## config.mk

```make
export PLATFORM = sky130hd
export DESIGN_NAME = tmr_bank
export DESIGN_NICKNAME = d
export VERILOG_FILES = /design/src/rtl/tmr_pkg.sv /design/src/rtl/tmr_gate.sv /design/src/rtl/tmr_count.sv /design/src/rtl/tmr_bank.sv
export SDC_FILE = /design/constraint.sdc
export NUM_CORES = 1
export LEC_CHECK = 0
export BUFFER_PORTS_ARGS = -buffer_cell sky130_fd_sc_hd__buf_4
export CORE_MARGIN = 2
export CORE_UTILIZATION = 31
export DETAILED_ROUTE_END_ITERATION = 8
export PLACE_DENSITY = 0.48
export SLEW_MARGIN = 20
export SYNTH_ARGS = -nofsm -noshare
export SYNTH_HDL_FRONTEND = slang
export SYNTH_SLANG_ARGS = --single-unit
```

## constraint.sdc

```tcl
create_clock -name clk -period 2.9 [get_ports clk]
set_input_delay 0.145 -clock clk [delete_from_list [all_inputs] [get_ports clk]]
set_output_delay 0.145 -clock clk [all_outputs]
set_load 0.01 [all_outputs]
```

## src/rtl/tmr_pkg.sv

```systemverilog
package tmr_pkg;
  localparam int SRC_W  = 2;
  localparam int NSRC   = 1 << SRC_W;
  localparam int PRE_W  = 3;
  localparam int DIV_W  = (1 << PRE_W) - 1;
  localparam int BIT_EN = 0;
  localparam int BIT_LD = 1;

  typedef struct packed {
    logic              one_shot;
    logic [PRE_W-1:0]  pre;
    logic [SRC_W-1:0]  src;
    logic              en;
  } chan_cfg_t;

  // mask of low divider bits that must all be 1 for a divided tick
  function automatic logic [DIV_W-1:0] div_mask(input logic [PRE_W-1:0] n);
    logic [DIV_W:0] one;
    one = (DIV_W+1)'(1) << n;
    return DIV_W'(one - 1'b1);
  endfunction

  function automatic chan_cfg_t word_to_cfg(input logic [31:0] w);
    chan_cfg_t c;
    c.en       = w[0];
    c.src      = w[3:2];
    c.pre      = w[6:4];
    c.one_shot = w[7];
    return c;
  endfunction

  function automatic logic [31:0] cfg_to_word(input chan_cfg_t c);
    return {24'd0, c.one_shot, c.pre, c.src, 1'b0, c.en};
  endfunction
endpackage

```

## src/rtl/tmr_gate.sv

```systemverilog
module tmr_gate
  import tmr_pkg::*;
#(
  parameter int SYNC_LAT = 2
) (
  input  logic             clk,
  input  logic             rst_n,
  input  logic [NSRC-1:0]  src_tick,
  input  logic [SRC_W-1:0] src_sel,
  input  logic [PRE_W-1:0] pre,
  input  logic             en_req,
  input  logic             clr_div,
  input  logic             kill,
  output logic             run,
  output logic             step
);
  localparam int SW = $clog2(SYNC_LAT + 1);

  logic [SW-1:0]    sync_cnt;
  logic [DIV_W-1:0] div_cnt;
  logic             sel_tick;
  logic [DIV_W-1:0] mask;

  assign sel_tick = src_tick[src_sel];
  assign mask     = div_mask(pre);
  assign step     = run && sel_tick && ((div_cnt & mask) == mask);

  always_ff @(posedge clk or negedge rst_n) begin
    if (!rst_n) begin
      run      <= 1'b0;
      sync_cnt <= '0;
      div_cnt  <= '0;
    end else begin
      if (kill) begin
        run      <= 1'b0;
        sync_cnt <= '0;
      end else if (en_req == run) begin
        sync_cnt <= '0;
      end else if (sel_tick) begin
        if (sync_cnt == SW'(SYNC_LAT - 1)) begin
          run      <= en_req;
          sync_cnt <= '0;
        end else begin
          sync_cnt <= sync_cnt + 1'b1;
        end
      end
      if (clr_div || !run) div_cnt <= '0;
      else if (sel_tick)   div_cnt <= div_cnt + 1'b1;
    end
  end


  run_edge_chk: assert property (@(posedge clk) disable iff (!rst_n)
    !$stable(run) |-> ($past(sel_tick) || $past(kill)));
endmodule

```

## src/rtl/tmr_count.sv

```systemverilog
module tmr_count #(
  parameter int W = 32
) (
  input  logic         clk,
  input  logic         rst_n,
  input  logic         step,
  input  logic         load,
  input  logic         one_shot,
  input  logic [W-1:0] ivl,
  output logic [W-1:0] count,
  output logic         expire
);
  assign expire = step && (count == '0);

  always_ff @(posedge clk or negedge rst_n) begin
    if (!rst_n)      count <= '0;
    else if (load)   count <= ivl;
    else if (expire) count <= one_shot ? '0 : ivl;
    else if (step)   count <= count - 1'b1;
  end


  dec_chk: assert property (@(posedge clk) disable iff (!rst_n)
    (step && !load && count != '0) |=> count == $past(count) - 1'b1);

  periodic_reload_chk: assert property (@(posedge clk) disable iff (!rst_n)
    (expire && !one_shot && !load) |=> count == $past(ivl));

  oneshot_hold_chk: assert property (@(posedge clk) disable iff (!rst_n)
    (expire && one_shot && !load) |=> count == '0);

  idle_hold_chk: assert property (@(posedge clk) disable iff (!rst_n)
    (!step && !load) |=> $stable(count));

  load_win_chk: assert property (@(posedge clk) disable iff (!rst_n)
    load |=> count == $past(ivl));
endmodule

```

## src/rtl/tmr_bank.sv

```systemverilog
module tmr_bank
  import tmr_pkg::*;
#(
  parameter int NCH      = 2,
  parameter int AW       = 8,
  parameter int SYNC_LAT = 2
) (
  input  logic            clk,
  input  logic            rst_n,
  input  logic            bus_wr,
  input  logic            bus_rd,
  input  logic [AW-1:0]   bus_addr,
  input  logic [31:0]     bus_wdata,
  output logic [31:0]     bus_rdata,
  input  logic [NSRC-1:0] src_tick,
  output logic            irq
);
  localparam int BLKW = AW - 4;

  logic [BLKW-1:0] blk;
  logic [1:0]      sub;
  logic            aligned;
  logic            ien_wr, ist_wr;
  logic [NCH-1:0]  irq_en, irq_st;
  logic [NCH-1:0]  ctl_wr, ivl_wr, expire_v, kill_v;
  chan_cfg_t       cfg_q [NCH];
  logic [31:0]     ivl_q [NCH];
  logic [31:0]     cnt_v [NCH];
  logic [31:0]     rd_word;

  assign blk     = bus_addr[AW-1:4];
  assign sub     = bus_addr[3:2];
  assign aligned = (bus_addr[1:0] == 2'b00);
  assign ien_wr  = bus_wr && aligned && blk == '0 && sub == 2'd0;
  assign ist_wr  = bus_wr && aligned && blk == '0 && sub == 2'd1;

  genvar i;
  generate
    for (i = 0; i < NCH; i++) begin : g_ch
      logic run, step;

      assign ctl_wr[i] = bus_wr && aligned && blk == BLKW'(i + 1) && sub == 2'd0;
      assign ivl_wr[i] = bus_wr && aligned && blk == BLKW'(i + 1) && sub == 2'd1;
      assign kill_v[i] = expire_v[i] && cfg_q[i].one_shot;

      always_ff @(posedge clk or negedge rst_n) begin
        if (!rst_n) begin
          cfg_q[i] <= '0;
          ivl_q[i] <= '0;
        end else begin
          if (ctl_wr[i])      cfg_q[i]    <= word_to_cfg(bus_wdata);
          else if (kill_v[i]) cfg_q[i].en <= 1'b0;
          if (ivl_wr[i])      ivl_q[i]    <= bus_wdata;
        end
      end

      tmr_gate #(.SYNC_LAT(SYNC_LAT)) u_gate (
        .clk     (clk),
        .rst_n   (rst_n),
        .src_tick(src_tick),
        .src_sel (cfg_q[i].src),
        .pre     (cfg_q[i].pre),
        .en_req  (cfg_q[i].en),
        .clr_div (ctl_wr[i]),
        .kill    (kill_v[i]),
        .run     (run),
        .step    (step)
      );

      tmr_count #(.W(32)) u_cnt (
        .clk     (clk),
        .rst_n   (rst_n),
        .step    (step),
        .load    (ctl_wr[i] && bus_wdata[BIT_LD]),
        .one_shot(cfg_q[i].one_shot),
        .ivl     (ivl_q[i]),
        .count   (cnt_v[i]),
        .expire  (expire_v[i])
      );


      st_set_chk: assert property (@(posedge clk) disable iff (!rst_n)
        expire_v[i] |=> irq_st[i]);

      oneshot_stop_chk: assert property (@(posedge clk) disable iff (!rst_n)
        (kill_v[i] && !ctl_wr[i]) |=> !cfg_q[i].en);
    end
  endgenerate

  always_ff @(posedge clk or negedge rst_n) begin
    if (!rst_n) begin
      irq_en <= '0;
      irq_st <= '0;
    end else begin
      if (ien_wr) irq_en <= bus_wdata[NCH-1:0];
      irq_st <= (irq_st & ~(ist_wr ? bus_wdata[NCH-1:0] : '0)) | expire_v;
    end
  end

  assign irq = |(irq_st & irq_en);

  always_comb begin
    rd_word = '0;
    if (aligned && blk == '0) begin
      case (sub)
        2'd0:    rd_word[NCH-1:0] = irq_en;
        2'd1:    rd_word[NCH-1:0] = irq_st;
        default: rd_word = '0;
      endcase
    end
    for (int k = 0; k < NCH; k++) begin
      if (aligned && blk == BLKW'(k + 1)) begin
        case (sub)
          2'd0:    rd_word = cfg_to_word(cfg_q[k]);
          2'd1:    rd_word = ivl_q[k];
          2'd2:    rd_word = cnt_v[k];
          default: rd_word = '0;
        endcase
      end
    end
  end

  always_ff @(posedge clk or negedge rst_n) begin
    if (!rst_n)      bus_rdata <= '0;
    else if (bus_rd) bus_rdata <= rd_word;
    else             bus_rdata <= '0;
  end


  irq_fall_chk: assert property (@(posedge clk) disable iff (!rst_n)
    $fell(irq) |-> $past(bus_wr));

  ld_bit_zero_chk: assert property (@(posedge clk) disable iff (!rst_n)
    (bus_rd && sub == 2'd0 && blk != '0) |=> !bus_rdata[BIT_LD]);
endmodule

```

# ---- Yosys cells after proc, flatten, opt, wreduce, memory -nomap -nowiden
# Index checks and enable logic that the tools add are counted.
dict set report op_classes {
  n_addsub 8
  n_lt_le_gt_ge 2
  eq_ne 12
  shift 2
  muxes 44
  bitwise_logic 6
  n_reduce_logical 47
}
# cell n
set ops {}
lappend ops {{2-to-1 mux 32 bit} 11}
lappend ops {{one-hot mux 32 bit (3 select lines)} 2}
lappend ops {{zero test 32 bit} 2}
lappend ops {{subtractor 32 x 1 -> 32 bit, second input constant} 2}
lappend ops {{2-to-1 mux 7 bit} 4}
lappend ops {{logical AND 1 bit} 23}
lappend ops {{2-to-1 mux 2 bit} 10}
lappend ops {{nonzero test 2 bit} 8}
lappend ops {{adder 7 x 1 -> 7 bit, second input constant} 2}
lappend ops {{AND 7 bit} 2}
lappend ops {{== test 7 bit} 2}
lappend ops {{2-to-1 mux 1 bit} 14}
lappend ops {{left shift 1 x 3 -> 7 bit, first input constant} 2}
lappend ops {{subtractor 7 x 1 -> 7 bit, second input constant} 2}
lappend ops {{nonzero test 3 bit} 4}
lappend ops {{== test 2 x 1 -> 1 bit, second input constant} 3}
lappend ops {{less-than comparator 2 x 3 -> 1 bit, second input constant} 2}
lappend ops {{AND reduction 3 bit} 2}
lappend ops {{adder 2 x 1 -> 2 bit, second input constant} 2}
lappend ops {{AND 2 bit} 2}
lappend ops {{binary-select mux 1 bit (select 2 bit)} 2}
lappend ops {{== test 4 x 1 -> 1 bit, second input constant} 1}
lappend ops {{== test 4 x 2 -> 1 bit, second input constant} 1}
lappend ops {{zero test 2 bit} 2}
lappend ops {{10 further kinds} 14}
dict set report totals {
  ff_bits 198
  inputBits 48
}

# ---- Longest topological paths before layout
dict set report logic_depth {
  ltp_word 9
  ltp_mapped 12
  depth_no_buf 9
}

# ---- By module
# A second synthesis with hierarchy kept.
dict set report hier_totals {
  cells_unflattened 1007
  area_unflattened_um2 10756.6
}
# mod instances cells_each area_per_inst_um2 seq_area_each_um2
set by_module_without_submodules {}
lappend by_module_without_submodules {tmr_bank 1 417 5325.1 2852.7}
lappend by_module_without_submodules {{tmr_count (g_ch[1].u_cnt)} 1 246 2207.1 800.8}
lappend by_module_without_submodules {{tmr_count (g_ch[0].u_cnt)} 1 234 2110.8 800.8}
lappend by_module_without_submodules {tmr_gate 2 55 556.8 250.2}

# ---- Worst setup path before layout
# OpenSTA, ideal clock, no wires.
dict set report synth_path {
  kind {reg-to-reg}
  startpoint {register g_ch[1].u_cnt.count[0]}
  endpoint {register g_ch[1].u_cnt.count[31]}
  setup_ns 0.067
  arrival_time_ns 2.910
  path_slack_ns -0.078
  path_stages_with_launch 12
  period_less_slack_ns 2.978
  path_cell_list {dfrtp_1 inv_1 ha_1 or4b_4 or4b_4 buf_6 nor4_4 buf_6 nand3_4 o31ai_4 buf_6 a32o_1}
}
dict set report synth_between {
  elab_chain_cells 4
  elab_cells_between_ends 7
  classes_between {add/sub (1); mux (3); reduce/logical (3)}
}
# element line
set synth_rtl {}
lappend synth_rtl {{start: declaration} tmr_count.sv:10} ;# output logic [W-1:0] count,
lappend synth_rtl {{start signal: assignment} tmr_count.sv:17} ;# else if (load) count <= ivl;
lappend synth_rtl {{start signal: assignment} tmr_count.sv:18} ;# else if (expire) count <= one_shot ? '0 : ivl;
lappend synth_rtl {{start signal: assignment} tmr_count.sv:19} ;# else if (step) count <= count - 1'b1;
lappend synth_rtl {{subtractor 32 x 1 -> 32 bit or zero test 32 bit (tied branches)} {tmr_count.sv:19, tmr_count.sv:13}}
lappend synth_rtl {{2-to-1 mux 32 bit or logical AND 1 bit (tied branches)} {tmr_count.sv:19, tmr_count.sv:13}}
lappend synth_rtl {{2-to-1 mux 32 bit} tmr_count.sv:18}
lappend synth_rtl {{2-to-1 mux 32 bit} tmr_count.sv:17}
# Several ways; a longest one is shown, not always the timed one. The select of a mux whose other input is x is not followed.
# A chain may end at the register's enable or synchronous reset.

# ---- Final worst setup path
dict set report layout_path {
  startpoint {register g_ch[1].u_cnt.count[0]}
  endpoint {register g_ch[1].u_cnt.count[29]}
}
# Same word-level chain as after synthesis.

==> metrics.txt <==
FF/Latch Area=0.00495 sq mm; unrepaired setup endpoints after global routing=yes; sequential element share of the synthesized area=0.458; CP Capture Type=flop; Pwr Density=561 mW/mm^2; Rel. slew slack=0.504; root buf cell=clkbuf_16; Layout Nets=1278; Placed Area=0.0124 sq mm; HPWL after detailed placement=25700 um; yosys warns=0; first-pass GRT wire length=56600 um; Rows=68; top cells by area, synth=dfrtp_1, mux2_2, a22oi_1, mux2i_1, nor2_1; final core utilization=0.388; worst setup margin=0.0900 ns; Max-Cap Viols=0; WP data arrival=3.15 ns; P_leak=5.96 nW; Fmax achieved=0.356 GHz; CP max-delay cell=or4b_4; Initial DRT Pass Iterations=5; Hold Fails Final Rpt=0; GRT overflow=0; # fillers=3435; routability congestion estimate=0.859; sw power=2.42 mW; top cells by count, synth=dfrtp_1, nor2_1, mux2_2; Post-Syn Area=0.0108 sq mm; crit-path max FO=10; wire per inst=21.4 um; largest net degree at the start of global routing=80; peak supply drop=441 uV; outcome=complete, no violations; vias in the first global route=9301; top_reg_cell synth=dfrtp_1; Reg2Reg Depth=9; Area Growth Syn to Fin=23.6%; clock sinks=198; post-route cell area=0.0134 sq mm; startpoint types=flop; power share of the sequential group=0.426; TNS Setup=0 ns; CP cell instances=inv_2, ha_2, or4b_4, or4b_4, nor4_4, and3_4, buf_12, nor3b_1, a221o_1; Starting Density=0.314; I/O pin count=81; Clk pwr share=0.315; Die X=191 um; dpl cells=1628; WS Path Type=flop to flop; Yosys reg bits=198; core box area=0.0345 sq mm; Sw Share=0.323; top-area cell type share of the netlist area=0.458; total power=7.50 mW; Hold/Removal Path Class=input pin to flop; number of flops mapped to enable cells by yosys=0; CTS tree=done; Synth cell types=67; Final setup viols=0; First DRT Iteration DRCs=764; Slew @ Worst Pin=0.743 ns; antenna violations before repair=0; worst skew pair latency=0.46 ns; final cell count without fillers=1693; die height=191 um; Final ANT Viol Nets=0; Die ar.=0.0364 sq mm; final WL=36200 um; Comb pwr share=0.259; CP peak stage delay=0.55 ns; I/O Buffers=80; Synth Instances=1088; leading area contributor after synthesis=dfrtp_1; post-layout min period=2.81 ns; worst hold path depth=4; Clock Path Buffers=2; H-tree Lvls=4; P_int=5.08 mW; final worst clock skew=0.0149 ns; footprint of the multi-input gates=0.00558 sq mm; worst path required time=3.24 ns; fraction of registers with async set/reset=1.00; DRC=0; Vias=9256; clk slew on worst S/H paths=0.07 ns; layout cells sized above 1=0.246; CTS buffer count=17; hold slack=0.0703 ns; GRT Total Usage=0.204; Tcrit/Tclk final=0.969; most common cell type on the critical path=or4b_4; Mean Syn Cell Area=9.94 sq um; # diodes=0; count leader, synth=dfrtp_1; Place WS=0.0115 ns; Slew Limit Fails=0; syn nets=1141; vias per cell=5.47
==> state kept, by name (all words and copies together) (netlist names), 4 cells and up <==
signal                count
g_ch.u_cnt.count         64
g_ch.u_gate.div_cnt      14
bus_rdata                32
g_ch.u_gate.sync_cnt      4
ivl_q                    64
cfg_q                    14
==> final timing paths <==
kind | to | start | slack, ns
worst min-delay path | irq_st[1] | bus_wr | 0.07
worst max-delay path | g_ch[1].u_cnt.count[29] | g_ch[1].u_cnt.count[0] | 0.09
worst min register to register | g_ch[0].u_gate.sync_cnt[1] | g_ch[0].u_gate.sync_cnt[1] | 0.50
worst max register to register | g_ch[1].u_cnt.count[29] | g_ch[1].u_cnt.count[0] | 0.09
max in group asynchronous | bus_rdata[6] | rst_n | 1.70
min in group asynchronous | bus_rdata[26] | rst_n | 0.27
==> layout by cell type, fill, tap and decap left out, types with 5 or more instances in the layout <==
cell and count:
a22oi_1 55, nor4_1 19, buf_4 156, clkbuf_16 17, o31ai_1 9, buf_12 6, xnor2_1 22, nor2_1 79
nor3b_1 5, nor2b_1 19, o211ai_1 6, xor2_1 19, and2_1 31, inv_1 17, or3_1 10, mux2i_1 33
nand2b_1 5, a211oi_1 5, o21ai_0 28, mux2_2 75, nand4_1 16, nand2_1 60, or2_2 7, o2bb2ai_1 15
nand3_1 25, a31oi_1 8, o22ai_1 43, a221o_1 18, a211o_1 6, or4_1 8, nor3_1 41, a21oi_1 58
dlygate4sd3_1 33, dfrtp_1 198
==> layer usage <==
| layer | GRT usage | routed length, um | up-vias |
|---|---|---|---|
| met1 | 0.284 | 16700 | 4677 |
| li1 | - | - | 4332 |
| met2 | 0.329 | 17400 | 223 |
| met3 | 0.0363 | 1620 | 24 |
| met4 | 0.0501 | 424 | 0 |
| met5 | 0 | 0 | - |
==> power by group through the flow <==
stage	logic, mW	registers, mW	clock network [mW]
3_5_place_dp	1.85	3.24	0
2_1_floorplan	1.18	3.19	0
3_3_place_gp	1.83	3.24	0
6_report	1.95	3.19	2.36
4_1_cts	1.90	3.19	2.43
5_1_grt	2.13	3.22	2.54
==> logic make-up after synthesis <==
logic type | after synthesis | share of synthesized area
flip-flops | 198 | 0.458
adder cells (fa/ha/maj) | 5 | 0.00578
XOR/XNOR | 41 | 0.0332
buffers and inverters | 96 | 0.0360
AND/OR/NAND/NOR | 358 | 0.174
multiplexers | 110 | 0.113
AO/OA/AOI/OAI | 280 | 0.180
==> area by class of cell <==
cell class | count | area share
multi-input cells | 794 | 0.417
flip-flops and latches | 198 | 0.371
clock inverters | 9 | 0.00711
well taps | 455 | 0.0426
clock buffers | 23 | 0.0350
inverters | 18 | 0.00505
repair buffers | 196 | 0.122
==> worst max-delay path: cells and delay by family (launching register included) <==
family	cells	cell delay (ns)
adder cells (fa/ha/maj)	1	0.18
AO/OA/AOI/OAI	1	0.31
flip-flops	1	0.39
buffers and inverters	2	0.20
AND/OR/NAND/NOR	5	1.61
==> what timing repair did <==
item                                    CTS  global route
buffers inserted                          0             0
endpoints found under the hold margin   148             0
hold buffers                             33             0
endpoints found under the setup margin    1            29
resized for setup                         1            12
pin swaps                                 1             2
No activity file was read; power rests on OpenSTA's default activity.
